### src/rtl/sqc_pkg.sv
package sqc_pkg;
    typedef enum logic [1:0] {
        TS_RUN       = 2'd0,
        TS_TRAP_WAIT = 2'd1,
        TS_SQUASH    = 2'd2
    } thr_state_e;
endpackage

### src/rtl/sqc_trap_timer.sv
module sqc_trap_timer #(
    parameter int LAT = 4,
    localparam int CW = $clog2(LAT + 1)
) (
    input  logic clk,
    input  logic rst_n,
    input  logic arm,
    output logic idle,
    output logic fire
);
    logic [CW-1:0] cnt;

    always_ff @(posedge clk) begin
        if (!rst_n) begin
            cnt  <= '0;
            fire <= 1'b0;
        end else begin
            fire <= (cnt == CW'(1));
            if (cnt != '0)
                cnt <= cnt - CW'(1);
            else if (arm)
                cnt <= CW'(LAT);
        end
    end

    assign idle = (cnt == '0) && !fire;
endmodule

### src/rtl/sqc_thread.sv
module sqc_thread
    import sqc_pkg::*;
#(
    parameter int SEQ_W = 16,
    parameter int PC_W  = 32
) (
    input  logic             clk,
    input  logic             rst_n,
    input  logic             ex_vld,
    input  logic [SEQ_W-1:0] ex_seq,
    input  logic             ex_incl,
    input  logic [PC_W-1:0]  ex_pc,
    input  logic             ex_mis,
    input  logic             ex_tkn,
    input  logic             trap_req,
    input  logic             trap_idle,
    input  logic             trap_fire,
    input  logic             ctx_req,
    input  logic [PC_W-1:0]  arch_pc,
    input  logic             rob_empty,
    input  logic [SEQ_W-1:0] head_seq,
    input  logic             done_sq,
    input  logic             ins_vld,
    input  logic [SEQ_W-1:0] ins_seq,
    output logic             trap_arm,
    output logic             ins_en,
    output logic             mis_evt,
    output logic [1:0]       state_o,
    output logic             sq_vld,
    output logic [SEQ_W-1:0] sq_seq,
    output logic             fb_sq,
    output logic             fb_rob_sq,
    output logic [SEQ_W-1:0] fb_seq,
    output logic             fb_mis,
    output logic             fb_tkn,
    output logic [PC_W-1:0]  fb_pc,
    output logic             conflict
);
    thr_state_e       st, st_mid, st_nx;
    logic [SEQ_W-1:0] youngest, youngest_nx;
    logic [SEQ_W-1:0] whole_tgt, ex_tgt, tgt;
    logic             whole_sq, trap_sq, ctx_sq, ex_ok, any_sq, still_sq;
    logic [PC_W-1:0]  restart_pc;

    // Squash selection and next state
    always_comb begin
        unique case (st)
            TS_RUN:       st_mid = TS_RUN;
            TS_TRAP_WAIT: st_mid = TS_TRAP_WAIT;
            TS_SQUASH:    st_mid = done_sq ? TS_RUN : TS_SQUASH;
            default:      st_mid = TS_RUN;
        endcase

        still_sq  = (st == TS_SQUASH) && !done_sq;
        trap_sq   = trap_fire;
        ctx_sq    = ctx_req && !trap_fire;
        whole_sq  = trap_sq || ctx_sq;
        whole_tgt = rob_empty ? '0 : head_seq - SEQ_W'(1);
        ex_tgt    = ex_incl ? ex_seq - SEQ_W'(1) : ex_seq;
        ex_ok     = ex_vld && !whole_sq && (st_mid != TS_TRAP_WAIT)
                    && (ex_seq <= youngest);
        any_sq    = whole_sq || ex_ok;
        ins_en    = ins_vld && !any_sq && (st_mid != TS_SQUASH);
        trap_arm  = trap_req && trap_idle;
        mis_evt   = ex_ok && ex_mis;

        tgt        = whole_sq ? whole_tgt : (ex_ok ? ex_tgt : '0);
        restart_pc = whole_sq ? arch_pc : (ex_ok ? ex_pc : '0);

        if (any_sq)
            st_nx = TS_SQUASH;
        else if (trap_arm && st_mid == TS_RUN)
            st_nx = TS_TRAP_WAIT;
        else
            st_nx = st_mid;

        if (whole_sq)
            youngest_nx = '0;
        else if (ex_ok)
            youngest_nx = ex_tgt;
        else if (ins_en)
            youngest_nx = ins_seq;
        else
            youngest_nx = youngest;
    end

    // State register
    always_ff @(posedge clk) begin
        if (!rst_n) begin
            st       <= TS_RUN;
            youngest <= '0;
        end else begin
            st       <= st_nx;
            youngest <= youngest_nx;
        end
    end

    // Registered outputs
    always_ff @(posedge clk) begin
        if (!rst_n) begin
            sq_vld    <= 1'b0;
            sq_seq    <= '0;
            fb_sq     <= 1'b0;
            fb_rob_sq <= 1'b0;
            fb_seq    <= '0;
            fb_mis    <= 1'b0;
            fb_tkn    <= 1'b0;
            fb_pc     <= '0;
            conflict  <= 1'b0;
        end else begin
            sq_vld    <= any_sq;
            sq_seq    <= tgt;
            fb_sq     <= any_sq;
            fb_rob_sq <= any_sq || still_sq;
            fb_seq    <= tgt;
            fb_mis    <= ex_ok && ex_mis;
            fb_tkn    <= ex_ok && ex_tkn;
            fb_pc     <= restart_pc;
            conflict  <= trap_fire && ctx_req;
        end
    end

    assign state_o = st;
endmodule

### src/rtl/sqc_event_cnt.sv
module sqc_event_cnt #(
    parameter int N = 2,
    parameter int W = 16
) (
    input  logic         clk,
    input  logic         rst_n,
    input  logic [N-1:0] evt,
    output logic [W-1:0] cnt
);
    always_ff @(posedge clk) begin
        if (!rst_n)
            cnt <= '0;
        else
            cnt <= cnt + W'($countones(evt));
    end
endmodule

### src/rtl/squash_ctrl.sv
module squash_ctrl #(
    parameter int N_THR    = 2,
    parameter int SEQ_W    = 16,
    parameter int PC_W     = 32,
    parameter int TRAP_LAT = 4,
    parameter int CNT_W    = 16
) (
    input  logic                        clk,
    input  logic                        rst_n,
    input  logic [N_THR-1:0]            ex_sq_valid,
    input  logic [N_THR-1:0][SEQ_W-1:0] ex_sq_seq,
    input  logic [N_THR-1:0]            ex_sq_incl,
    input  logic [N_THR-1:0][PC_W-1:0]  ex_sq_pc,
    input  logic [N_THR-1:0]            ex_sq_mispred,
    input  logic [N_THR-1:0]            ex_sq_taken,
    input  logic [N_THR-1:0]            trap_req,
    input  logic [N_THR-1:0]            ctx_sq_req,
    input  logic [N_THR-1:0][PC_W-1:0]  arch_pc,
    input  logic [N_THR-1:0]            rob_empty,
    input  logic [N_THR-1:0][SEQ_W-1:0] rob_head_seq,
    input  logic [N_THR-1:0]            rob_done_sq,
    input  logic [N_THR-1:0]            ins_valid,
    input  logic [N_THR-1:0][SEQ_W-1:0] ins_seq,
    output logic [N_THR-1:0]            rob_ins_en,
    output logic [N_THR-1:0]            rob_sq_valid,
    output logic [N_THR-1:0][SEQ_W-1:0] rob_sq_seq,
    output logic [N_THR-1:0]            fb_squash,
    output logic [N_THR-1:0]            fb_rob_sq,
    output logic [N_THR-1:0][SEQ_W-1:0] fb_done_seq,
    output logic [N_THR-1:0]            fb_mispred,
    output logic [N_THR-1:0]            fb_taken,
    output logic [N_THR-1:0][PC_W-1:0]  fb_next_pc,
    output logic [N_THR-1:0][1:0]       thr_state,
    output logic [N_THR-1:0]            conflict_err,
    output logic [CNT_W-1:0]            mispred_cnt
);
    logic [N_THR-1:0] trap_arm, trap_idle, trap_fire, mis_evt;

    for (genvar g = 0; g < N_THR; g++) begin : g_thr
        sqc_trap_timer #(.LAT(TRAP_LAT)) u_timer (
            .clk   (clk),
            .rst_n (rst_n),
            .arm   (trap_arm[g]),
            .idle  (trap_idle[g]),
            .fire  (trap_fire[g])
        );

        sqc_thread #(.SEQ_W(SEQ_W), .PC_W(PC_W)) u_thread (
            .clk       (clk),
            .rst_n     (rst_n),
            .ex_vld    (ex_sq_valid[g]),
            .ex_seq    (ex_sq_seq[g]),
            .ex_incl   (ex_sq_incl[g]),
            .ex_pc     (ex_sq_pc[g]),
            .ex_mis    (ex_sq_mispred[g]),
            .ex_tkn    (ex_sq_taken[g]),
            .trap_req  (trap_req[g]),
            .trap_idle (trap_idle[g]),
            .trap_fire (trap_fire[g]),
            .ctx_req   (ctx_sq_req[g]),
            .arch_pc   (arch_pc[g]),
            .rob_empty (rob_empty[g]),
            .head_seq  (rob_head_seq[g]),
            .done_sq   (rob_done_sq[g]),
            .ins_vld   (ins_valid[g]),
            .ins_seq   (ins_seq[g]),
            .trap_arm  (trap_arm[g]),
            .ins_en    (rob_ins_en[g]),
            .mis_evt   (mis_evt[g]),
            .state_o   (thr_state[g]),
            .sq_vld    (rob_sq_valid[g]),
            .sq_seq    (rob_sq_seq[g]),
            .fb_sq     (fb_squash[g]),
            .fb_rob_sq (fb_rob_sq[g]),
            .fb_seq    (fb_done_seq[g]),
            .fb_mis    (fb_mispred[g]),
            .fb_tkn    (fb_taken[g]),
            .fb_pc     (fb_next_pc[g]),
            .conflict  (conflict_err[g])
        );
    end

    sqc_event_cnt #(.N(N_THR), .W(CNT_W)) u_miscnt (
        .clk   (clk),
        .rst_n (rst_n),
        .evt   (mis_evt),
        .cnt   (mispred_cnt)
    );
endmodule

### config.mk
export PLATFORM = sky130hd
export DESIGN_NAME = squash_ctrl
export DESIGN_NICKNAME = d
export VERILOG_FILES = /design/src/rtl/sqc_pkg.sv /design/src/rtl/sqc_trap_timer.sv /design/src/rtl/sqc_thread.sv /design/src/rtl/sqc_event_cnt.sv /design/src/rtl/squash_ctrl.sv
export SDC_FILE = /design/constraint.sdc
export NUM_CORES = 1
export LEC_CHECK = 0
export BUFFER_PORTS_ARGS = -buffer_cell sky130_fd_sc_hd__buf_4
export CELL_PAD_IN_SITES_DETAIL_PLACEMENT = 1
export CELL_PAD_IN_SITES_GLOBAL_PLACEMENT = 1
export CORE_AREA = 2 2 156 158
export DETAILED_ROUTE_END_ITERATION = 16
export DIE_AREA = 0 0 158 160
export HOLD_SLACK_MARGIN = 0.02
export PLACE_DENSITY = 0.84
export SLEW_MARGIN = 0
export SYNTH_ARGS = -nofsm -noshare
export SYNTH_HDL_FRONTEND = slang
export SYNTH_SLANG_ARGS = --single-unit
### constraint.sdc
create_clock -name clk -period 5.1 [get_ports clk]
set_input_delay 0 -clock clk [delete_from_list [all_inputs] [get_ports clk]]
set_output_delay 0 -clock clk [all_outputs]
set_load 0.01 [all_outputs]
==> results of run 1 <==
## cell usage in the layout, fill, tap and decap left out, types with 14 or more instances in the layout
cell / n
nand2_1: 44
a21oi_1: 14
o211ai_1: 34
xnor2_1: 32
nor3_1: 14
a32o_1: 64
dlygate4sd3_1: 253
o22ai_1: 41
nand2b_1: 36
buf_4: 415
ha_1: 45
dfxtp_1: 166
inv_1: 53
clkbuf_16: 17
o21ai_0: 16
nor2_1: 43
xor2_1: 27
mux2i_1: 22
nor4_1: 17
## cell families after synthesis
| group | Yosys count | synth area share, % |
|---|---|---|
| and+or+nand+nor | 239 | 15.5 |
| AOI/OAI and AO/OA | 210 | 19.6 |
| DFF | 166 | 39.7 |
| buffers and inverters | 154 | 9.29 |
| xor gates and xnor gates | 59 | 6.18 |
| adders and majority gates | 46 | 6.97 |
| muxes | 23 | 2.77 |
## worst max-delay path, stage by stage (launching register included)
cell      delay (ns)
dfxtp_1         0.34
inv_1           0.06
ha_1            0.35
nand4_1         0.18
nor4_1          0.49
a21boi_0        0.50
o31ai_4         0.12
and2_1          0.20
ha_1            0.28
ha_1            0.15
inv_1           0.06
fa_1            0.37
nor2b_1         0.41
nand4_1         0.18
xor2_1          0.20
nor2_1          0.07
## cell usage after synthesis, types with 16 or more instances
| cell | number | area, um^2 |
|---|---|---|
| clkbuf_1 | 38 | 143 |
| inv_1 | 53 | 199 |
| nand2_1 | 44 | 165 |
| nand2b_1 | 36 | 225 |
| o21ai_0 | 16 | 80.1 |
| dfxtp_1 | 166 | 3320 |
| xnor2_1 | 32 | 280 |
| o22ai_1 | 41 | 257 |
| nor4_1 | 17 | 106 |
| a32o_1 | 64 | 641 |
| xor2_1 | 27 | 236 |
| mux2i_1 | 22 | 220 |
| o211ai_1 | 34 | 255 |
| buf_4 | 48 | 360 |
| nor2_1 | 45 | 169 |
| ha_1 | 45 | 563 |
## layer usage
metal	GRT usage, %	vias to the layer above	routed length (um)
met5	0	-	27
met4	21.9	4	3030
met3	10.4	217	3600
met2	62.9	608	23100
met1	35.1	4963	15400
li1	-	4411	-
## worst paths after layout
path                                                                   from                                      to  cells past startpoint
worst max-delay path            g_thr[1].u_thread.youngest[14]$_SDFFE_PP0P_             u_miscnt.cnt[12]$_SDFF_PN0_                     15
worst min-delay path                                           ex_sq_seq[5]  g_thr[0].u_thread.sq_seq[5]$_SDFF_PN0_                      3
worst max register to register  g_thr[1].u_thread.youngest[14]$_SDFFE_PP0P_             u_miscnt.cnt[12]$_SDFF_PN0_                     15
worst min register to register         g_thr[1].u_timer.cnt[1]$_SDFFE_PN0P_        g_thr[1].u_timer.fire$_SDFF_PN0_                      1
## where the power goes
group | leakage, nW | internal [mW] | total, mW | switching [mW]
combinational | 4.82 | 0.607 | 1.17 | 0.561
clock | 0.269 | 0.690 | 1.31 | 0.623
sequential | 1.36 | 1.42 | 1.50 | 0.0838
total | 6.45 | 2.72 | 3.98 | 1.27
## flip-flops by register name (all words and copies together) (netlist names)
register and flops:
g_thr.u_thread.conflict 2, g_thr.u_thread.fb_mis 2, g_thr.u_thread.fb_pc 64, g_thr.u_thread.fb_rob_sq 2
g_thr.u_thread.fb_tkn 2, g_thr.u_thread.sq_seq 32, g_thr.u_thread.sq_vld 2, g_thr.u_thread.state_o 4
g_thr.u_thread.youngest 32, g_thr.u_timer.cnt 6, g_thr.u_timer.fire 2, u_miscnt.cnt 16
## per-stage QoR
stage	hold WS, ns	power (mW)	instances	utilization [%]	worst slack (ns)
2_1_floorplan	0.0943	1.97	897	-	1.56
3_3_place_gp	0.209	2.37	1535	47.6	1.46
3_5_place_dp	0.215	2.40	1535	47.6	1.20
4_1_cts	0.0315	3.89	1820	60.6	1.18
5_1_grt	0.0485	4.14	1823	60.7	0.689
6_report	0.0383	3.98	1825	60.7	0.999
## area by class of cell
| cell class | count | share of cell area, % |
|---|---|---|
| multi-input cells | 577 | 29.7 |
| flip-flops and latches | 166 | 23.0 |
| clock buffers | 19 | 2.99 |
| well taps | 324 | 2.80 |
| clock inverters | 13 | 0.943 |
| repair buffers | 668 | 39.1 |
| inverters | 53 | 1.38 |
| diodes | 5 | 0.0865 |
==> impl_metrics.tcl, run 1 <==
set metrics [dict create \
    antenna_left 0 \
    peakVddDrop_mv 0.183 \
    slew_viol_final 0 \
    clock_latency_ns 0.44 \
    clockRootBuffer "clkbuf_16" \
    drv_cap 0 \
    hold_path_class "in -> reg" \
    period_share_pct 80.4 \
    synthCells 897 \
    seq_area_um2 3320 \
    wl_um 45200 \
    fin_setup_tns_ns 0 \
    p_leak_nw 6.45 \
    clockBufferDepth 2 \
    crit_path_max_fanout 7 \
    ys_async_sr_fraction_pct 0 \
    post_drt_wl_per_cell_um 24.8 \
    ys_ff_latch 166 \
    cts_setup_buffers 0 \
    finClkSkew_ns 0.0226 \
    regToRegSetupSlack_ns 1.0 \
    die_area_um2 25300 \
    finalWeightedCongestion 0.814 \
    rsz0062_at_grt "no" \
    setup_viol 0 \
    first_pass_iters 5 \
    start_util_pct 35.1 \
    cp-end-kind "flip-flop" \
    synth_nets 1187 \
    placed_cell_area_um2 11300 \
    grt_overflow_total 0 \
    clk_pin_slew_ns 0.09 \
    avgSynthCellArea_um2 9.33 \
    drive_gt1_share_pct 30.5 \
    core_region_area_um2 23800 \
    grt_pass1_wl_um 67600 \
    die_y_um 160 \
    grt_pass1_vias 11660 \
    cts_resized 0 \
    synth.distinct_cells 62 \
    grt_max_degree 79 \
    die_w_um 158 \
    cts_tree "done" \
    vias 10203 \
    cp.arrival_ns 4.40 \
    synth-edff-count 0 \
    slew_headroom_pct 12.2 \
    rows 57 \
    hold_viol 0 \
    fin_area_um2 14500 \
    cp-start-kind "flip-flop" \
    synthFlopType "dfxtp_1" \
    max_freq_ghz 0.244 \
    multi_input_area_um2 4300 \
    cp.required_ns 5.39 \
    io_buffers 405 \
    status "complete, no violations" \
    cts_buffers 17 \
    area_delta_synth_final_pct 72.8 \
    via_per_inst 5.59 \
    h-tree-depth 4 \
    nNetsFinal 1773 \
    fillers 2648 \
    drc 0 \
    fin_crit_ns 4.10 \
    hpwl_um 23400 \
    cts_hold_buf 253 \
    yosysSeqAreaShare_pct 39.7 \
    clock_sinks 166 \
    synth_warnings 0 \
    antenna_found_initial 5 \
    drt_iter0_drc 575 \
    track_usage_pct 35.1 \
    worst_slew_pin_slew_ns 1.30 \
    crit_type "reg -> reg" \
    num_io_pins 406 \
    synth_area_um2 8370 \
    cellPowerDensity_nw_per_um2 276 \
]
Power figures use the tool's default switching activity.
==> run 2: changes to the inputs <==
--- a/config.mk
+++ b/config.mk
@@ -8,11 +8,10 @@
 export BUFFER_PORTS_ARGS = -buffer_cell sky130_fd_sc_hd__buf_4
 export CELL_PAD_IN_SITES_DETAIL_PLACEMENT = 1
 export CELL_PAD_IN_SITES_GLOBAL_PLACEMENT = 1
-export CORE_AREA = 2 2 156 158
+export CORE_UTILIZATION = 34
 export DETAILED_ROUTE_END_ITERATION = 16
-export DIE_AREA = 0 0 158 160
 export HOLD_SLACK_MARGIN = 0.02
-export PLACE_DENSITY = 0.84
+export PLACE_DENSITY = 0.81
 export SLEW_MARGIN = 0
 export SYNTH_ARGS = -nofsm -noshare
 export SYNTH_HDL_FRONTEND = slang
==> constraint.sdc (replaced) <==
create_clock -name clk -period 3.95 [get_ports clk]
set_input_delay 0 -clock clk [delete_from_list [all_inputs] [get_ports clk]]
set_output_delay 0 -clock clk [all_outputs]
set_load 0.01 [all_outputs]
==> impl_metrics.tcl, run 2 (synthesis gave the netlist of run 1 again) <==
set metrics [dict create \
    status "complete, no violations" \
    cp-start-kind "flip-flop" \
    clk_pin_slew_ns 0.07 \
    hold_path_class "in -> reg" \
    die_y_um 159 \
    area_delta_synth_final_pct 72.8 \
    cp-end-kind "flip-flop" \
    placed_cells 1537 \
    cp.required_ns 4.29 \
    drc 0 \
    fin_crit_ns 3.76 \
    grt_pass1_wl_um 62600 \
    grt_max_degree 57 \
    hold_viol 0 \
    rows 57 \
    antenna_left 0 \
    slew_headroom_pct 21.1 \
    clockRootBuffer "clkbuf_16" \
    worst_slew_pin_slew_ns 1.18 \
    placed_cell_area_um2 11400 \
    reg.largest.list "g_thr.u_thread.fb_pc x64, g_thr.u_thread.sq_seq x32, g_thr.u_thread.youngest x32" \
    grt-busiest-layer "met2" \
    nNetsFinal 1769 \
    use_met3_pct 8.49 \
    core_region_area_um2 24200 \
    max_freq_ghz 0.266 \
    fin_setup_tns_ns 0 \
    finClkSkew_ns 0.0181 \
    clock_latency_ns 0.43 \
    hpwl_um 23100 \
    cts_setup_buffers 0 \
    cts_buffers 17 \
    mostFrequentLayoutCells "416 x buf_4, 247 x dlygate4sd3_1, 166 x dfxtp_1" \
    start_util_pct 34.5 \
    peakVddDrop_mv 0.263 \
    grt_overflow_total 0 \
    h-tree-depth 4 \
    finalWeightedCongestion 0.877 \
    clockBufferDepth 2 \
    via_per_inst 5.39 \
    track_usage_pct 31.8 \
    grt_pass1_vias 10951 \
    post_drt_wl_per_cell_um 22.5 \
    final_common_cell "buf_4" \
    met1_usage_pct 32.2 \
    cts_tree "done" \
    vias 9811 \
    die_area_um2 25200 \
    fin_area_um2 14500 \
    fillers 2681 \
    die_w_um 159 \
    io_buffers 405 \
    crit_type "reg -> reg" \
    drv_cap 0 \
    drive_gt1_share_pct 30.8 \
    regToRegSetupSlack_ns 0.19 \
    fin_util_pct 59.6 \
    layout.cells.non_filler 1820 \
    clock_sinks 166 \
    first_pass_iters 5 \
    cellPowerDensity_nw_per_um2 358 \
    wl_um 41000 \
    grt_util_met2_pct 58.2 \
    antenna_found_initial 5 \
    num_io_pins 406 \
    largest_reg_flops 64 \
    cp.arrival_ns 4.10 \
    slew_viol_final 0 \
    crit_path_max_fanout 7 \
    period_share_pct 95.2 \
    regMostFlops "g_thr.u_thread.fb_pc" \
    p_leak_nw 6.46 \
    rsz0062_at_grt "no" \
    setup_viol 0 \
    drt_iter0_drc 490 \
]
[run 2: critical path: stages, from the launching register on]
cell and delay (ns):
dfxtp_1 0.34, inv_1 0.06, ha_1 0.31, nand4_1 0.21
nor3_1 0.38, a21boi_0 0.47, o31ai_4 0.13, and2_1 0.19
ha_1 0.28, ha_1 0.16, inv_1 0.06, fa_1 0.38
nor2b_1 0.14, buf_4 0.17, nand4_1 0.12, xor2_1 0.16
nor2_1 0.12
[run 2: path summary, 6_finish.rpt]
kind | start | to | depth (start not counted)
setup / recovery | g_thr[0].u_thread.youngest[13]$_SDFFE_PP0P_ | u_miscnt.cnt[12]$_SDFF_PN0_ | 16
hold / removal | ex_sq_seq[17] | g_thr[1].u_thread.youngest[1]$_SDFFE_PP0P_ | 3
setup reg to reg | g_thr[0].u_thread.youngest[13]$_SDFFE_PP0P_ | u_miscnt.cnt[12]$_SDFF_PN0_ | 16
hold reg to reg | g_thr[1].u_timer.cnt[1]$_SDFFE_PN0P_ | g_thr[1].u_timer.fire$_SDFF_PN0_ | 1
[run 2: power breakdown]
| part | switching [mW] | internal [mW] |
|---|---|---|
| logic | 0.690 | 0.780 |
| registers | 0.102 | 1.83 |
| clock network | 0.793 | 0.973 |
[run 2: routing by layer]
layer	wire [um]	part of all wire [%]
met5	17	0.041
met4	2300	5.6
met3	2880	7.0
met2	20900	51
met1	14900	36
[run 2: area by class of cell]
cell class / instances / area [um^2] / share of cell area, %
antenna: 4 / 10.0 / 0.0692
inverter: 53 / 199 / 1.38
timing repair buffer: 664 / 5620 / 38.8
clock buffer: 19 / 443 / 3.06
sequential: 166 / 3320 / 23.0
clock inverter: 13 / 161 / 1.12
tap: 324 / 405 / 2.80
multi-input combinational: 577 / 4300 / 29.7
[run 2: stage by stage]
| step | hold WS [ns] | worst slack (ns) | total power [mW] |
|---|---|---|---|
| 2_1_floorplan | 0.0943 | 0.407 | 2.55 |
| 3_3_place_gp | 0.210 | 0.514 | 3.07 |
| 3_5_place_dp | 0.215 | 0.396 | 3.11 |
| 4_1_cts | 0.0205 | 0.340 | 5.10 |
| 5_1_grt | 0.0361 | 0.0416 | 5.38 |
| 6_report | 0.00743 | 0.191 | 5.17 |
[run 2: timing repair]
item | in CTS | in global routing
hold buffers | 247 | 0
endpoints found under the hold margin | 138 | 0
gates resized for setup | 0 | 0
==> run 3: changes to the inputs <==
--- a/config.mk
+++ b/config.mk
@@ -11,7 +11,7 @@
 export CORE_UTILIZATION = 34
 export DETAILED_ROUTE_END_ITERATION = 16
 export HOLD_SLACK_MARGIN = 0.02
-export PLACE_DENSITY = 0.81
+export PLACE_DENSITY = 0.85
 export SLEW_MARGIN = 0
 export SYNTH_ARGS = -nofsm -noshare
 export SYNTH_HDL_FRONTEND = slang
==> impl_metrics.tcl, run 3 (synthesis gave the netlist of run 1 again) <==
set metrics [dict create \
    cts_tree "done" \
    grt_max_degree 57 \
    pre_cts_ws_ns 0.0493 \
    p_sw_mw 1.65 \
    num_io_pins 406 \
    period_share_pct 95.2 \
    clkPwrFrac_pct 34.1 \
    drive_gt1_share_pct 30.9 \
    crit_path_max_fanout 7 \
    rows 57 \
    p_leak_nw 6.45 \
    io_buffers 405 \
    drt_iter0_drc 656 \
    cp-end-kind "flip-flop" \
    power.total_mw 5.22 \
    hpwl_um 23200 \
    hold_viol 0 \
    placed_cell_area_um2 11400 \
    p_int_mw 3.57 \
    hold_path_class "in -> reg" \
    clockRootBuffer "clkbuf_16" \
    antenna_found_initial 4 \
    switching_share_pct 31.7 \
    reg.largest.list "g_thr.u_thread.fb_pc x64, g_thr.u_thread.sq_seq x32, g_thr.u_thread.youngest x32" \
    max_freq_ghz 0.266 \
    holdPathStages 4 \
    start_util_pct 34.5 \
    regToRegSetupSlack_ns 0.19 \
    post_drt_wl_per_cell_um 23.8 \
    worst_slew_pin_slew_ns 1.21 \
    clock_sinks 166 \
    slew_headroom_pct 19.2 \
    mostFrequentLayoutCells "416 x buf_4, 249 x dlygate4sd3_1, 166 x dfxtp_1" \
    vias 10207 \
    cp.arrival_ns 4.05 \
    clk_pin_slew_ns 0.08 \
    antenna_left 0 \
    finClkSkew_ns 0.0130 \
    fin_setup_tns_ns 0 \
    rr_worst_depth 15 \
    cts_buffers 17 \
    cp.required_ns 4.24 \
    regMostFlops "g_thr.u_thread.fb_pc" \
    largest_reg_flops 64 \
    fin_util_pct 59.7 \
    drv_cap 0 \
    peakVddDrop_mv 0.242 \
    cp-start-kind "flip-flop" \
    die_w_um 159 \
    cts_setup_buffers 0 \
    fin_area_um2 14500 \
    reg2reg_to "u_miscnt.cnt[12]$_SDFF_PN0_" \
    track_usage_pct 33.8 \
    die_area_um2 25200 \
    pwr-share-seq_pct 37.2 \
    slew_viol_final 0 \
    fin_crit_ns 3.76 \
    first_pass_iters 4 \
    final_common_cell "buf_4" \
    clockBufferDepth 2 \
    nNetsFinal 1771 \
    cellPowerDensity_nw_per_um2 360 \
    status "complete, no violations" \
    die_y_um 159 \
    h-tree-depth 4 \
    setup_ws_ns 0.189 \
    core_region_area_um2 24200 \
    holdPathEnd "g_thr[1].u_thread.youngest[6]$_SDFFE_PP0P_" \
    crit_type "reg -> reg" \
    grt_pass1_wl_um 66700 \
    setup_viol 0 \
    area_delta_synth_final_pct 73.0 \
    wl_um 43300 \
    finalWeightedCongestion 0.851 \
    r2r_start "g_thr[0].u_thread.youngest[12]$_SDFFE_PP0P_" \
    grt_pass1_vias 11489 \
    drc 0 \
    via_per_inst 5.60 \
    grt_overflow_total 0 \
    hp-start "ins_seq[22]" \
    combPwrFrac_pct 28.7 \
    clock_latency_ns 0.45 \
]
[run 3: repair_timing]
item,4_1_cts,5_1_grt
endpoints found under the hold margin,141,0
hold buffers,249,0
endpoints found under the setup margin,0,11
resized for setup,0,4
[run 3: layer usage]
layer | GRT usage (%) | wire length, um | up-vias
li1 | - | - | 4409
met1 | 34.0 | 15200 | 5038
met2 | 62.6 | 22600 | 573
met3 | 8.88 | 3030 | 187
met4 | 19.6 | 2470 | 0
met5 | 0 | 0 | -
[run 3: worst max path at each step]
stage	from	to
after floorplan	g_thr[0].u_thread.state_o[1]$_SDFF_PN0_	u_miscnt.cnt[6]$_SDFF_PN0_
after global placement	g_thr[1].u_thread.youngest[14]$_SDFFE_PP0P_	u_miscnt.cnt[14]$_SDFF_PN0_
after global routing	g_thr[0].u_thread.youngest[12]$_SDFFE_PP0P_	u_miscnt.cnt[6]$_SDFF_PN0_
final	g_thr[0].u_thread.youngest[12]$_SDFFE_PP0P_	u_miscnt.cnt[12]$_SDFF_PN0_
after detailed placement	g_thr[1].u_thread.youngest[14]$_SDFFE_PP0P_	u_miscnt.cnt[12]$_SDFF_PN0_
after CTS	g_thr[1].u_thread.youngest[14]$_SDFFE_PP0P_	u_miscnt.cnt[12]$_SDFF_PN0_
[run 3: power groups by stage]
| stage | Combinational (mW) | Clock (mW) | Sequential, mW |
|---|---|---|---|
| 2_1_floorplan | 0.567 | 0 | 1.98 |
| 3_3_place_gp | 1.11 | 0 | 1.95 |
| 3_5_place_dp | 1.14 | 0 | 1.96 |
| 4_1_cts | 1.40 | 1.77 | 1.92 |
| 5_1_grt | 1.59 | 1.87 | 1.95 |
| 6_report | 1.50 | 1.78 | 1.94 |
[run 3: per-stage QoR]
stage / hold slack, ns / std cells
finish: 0.0200 / 1822
global route: 0.0611 / 1822
floorplan: 0.0943 / 897
detailed placement: 0.214 / 1537
global placement: 0.210 / 1537
CTS: 0.0212 / 1818
[run 3: critical path, stage by stage, from the launching register on]
cell	delay, ns
dfxtp_1	0.38
inv_1	0.09
ha_1	0.29
nand4_1	0.19
nor3_1	0.32
a21boi_0	0.48
o31ai_4	0.13
and2_1	0.18
ha_1	0.27
ha_1	0.15
inv_1	0.06
fa_1	0.38
nor2b_2	0.28
nand4_1	0.15
xor2_1	0.19
nor2_1	0.07
[run 3: area by class of cell]
type                            count  area [um^2]
Multi-Input combinational cell    577         4310
Inverter                           53          199
Tap cell                          324          405
Timing Repair Buffer              666         5640
Clock buffer                       18          429
Clock inverter                     14          164
Antenna cell                        4         10.0
Sequential cell                   166         3320
Fill cell                        2669         9770
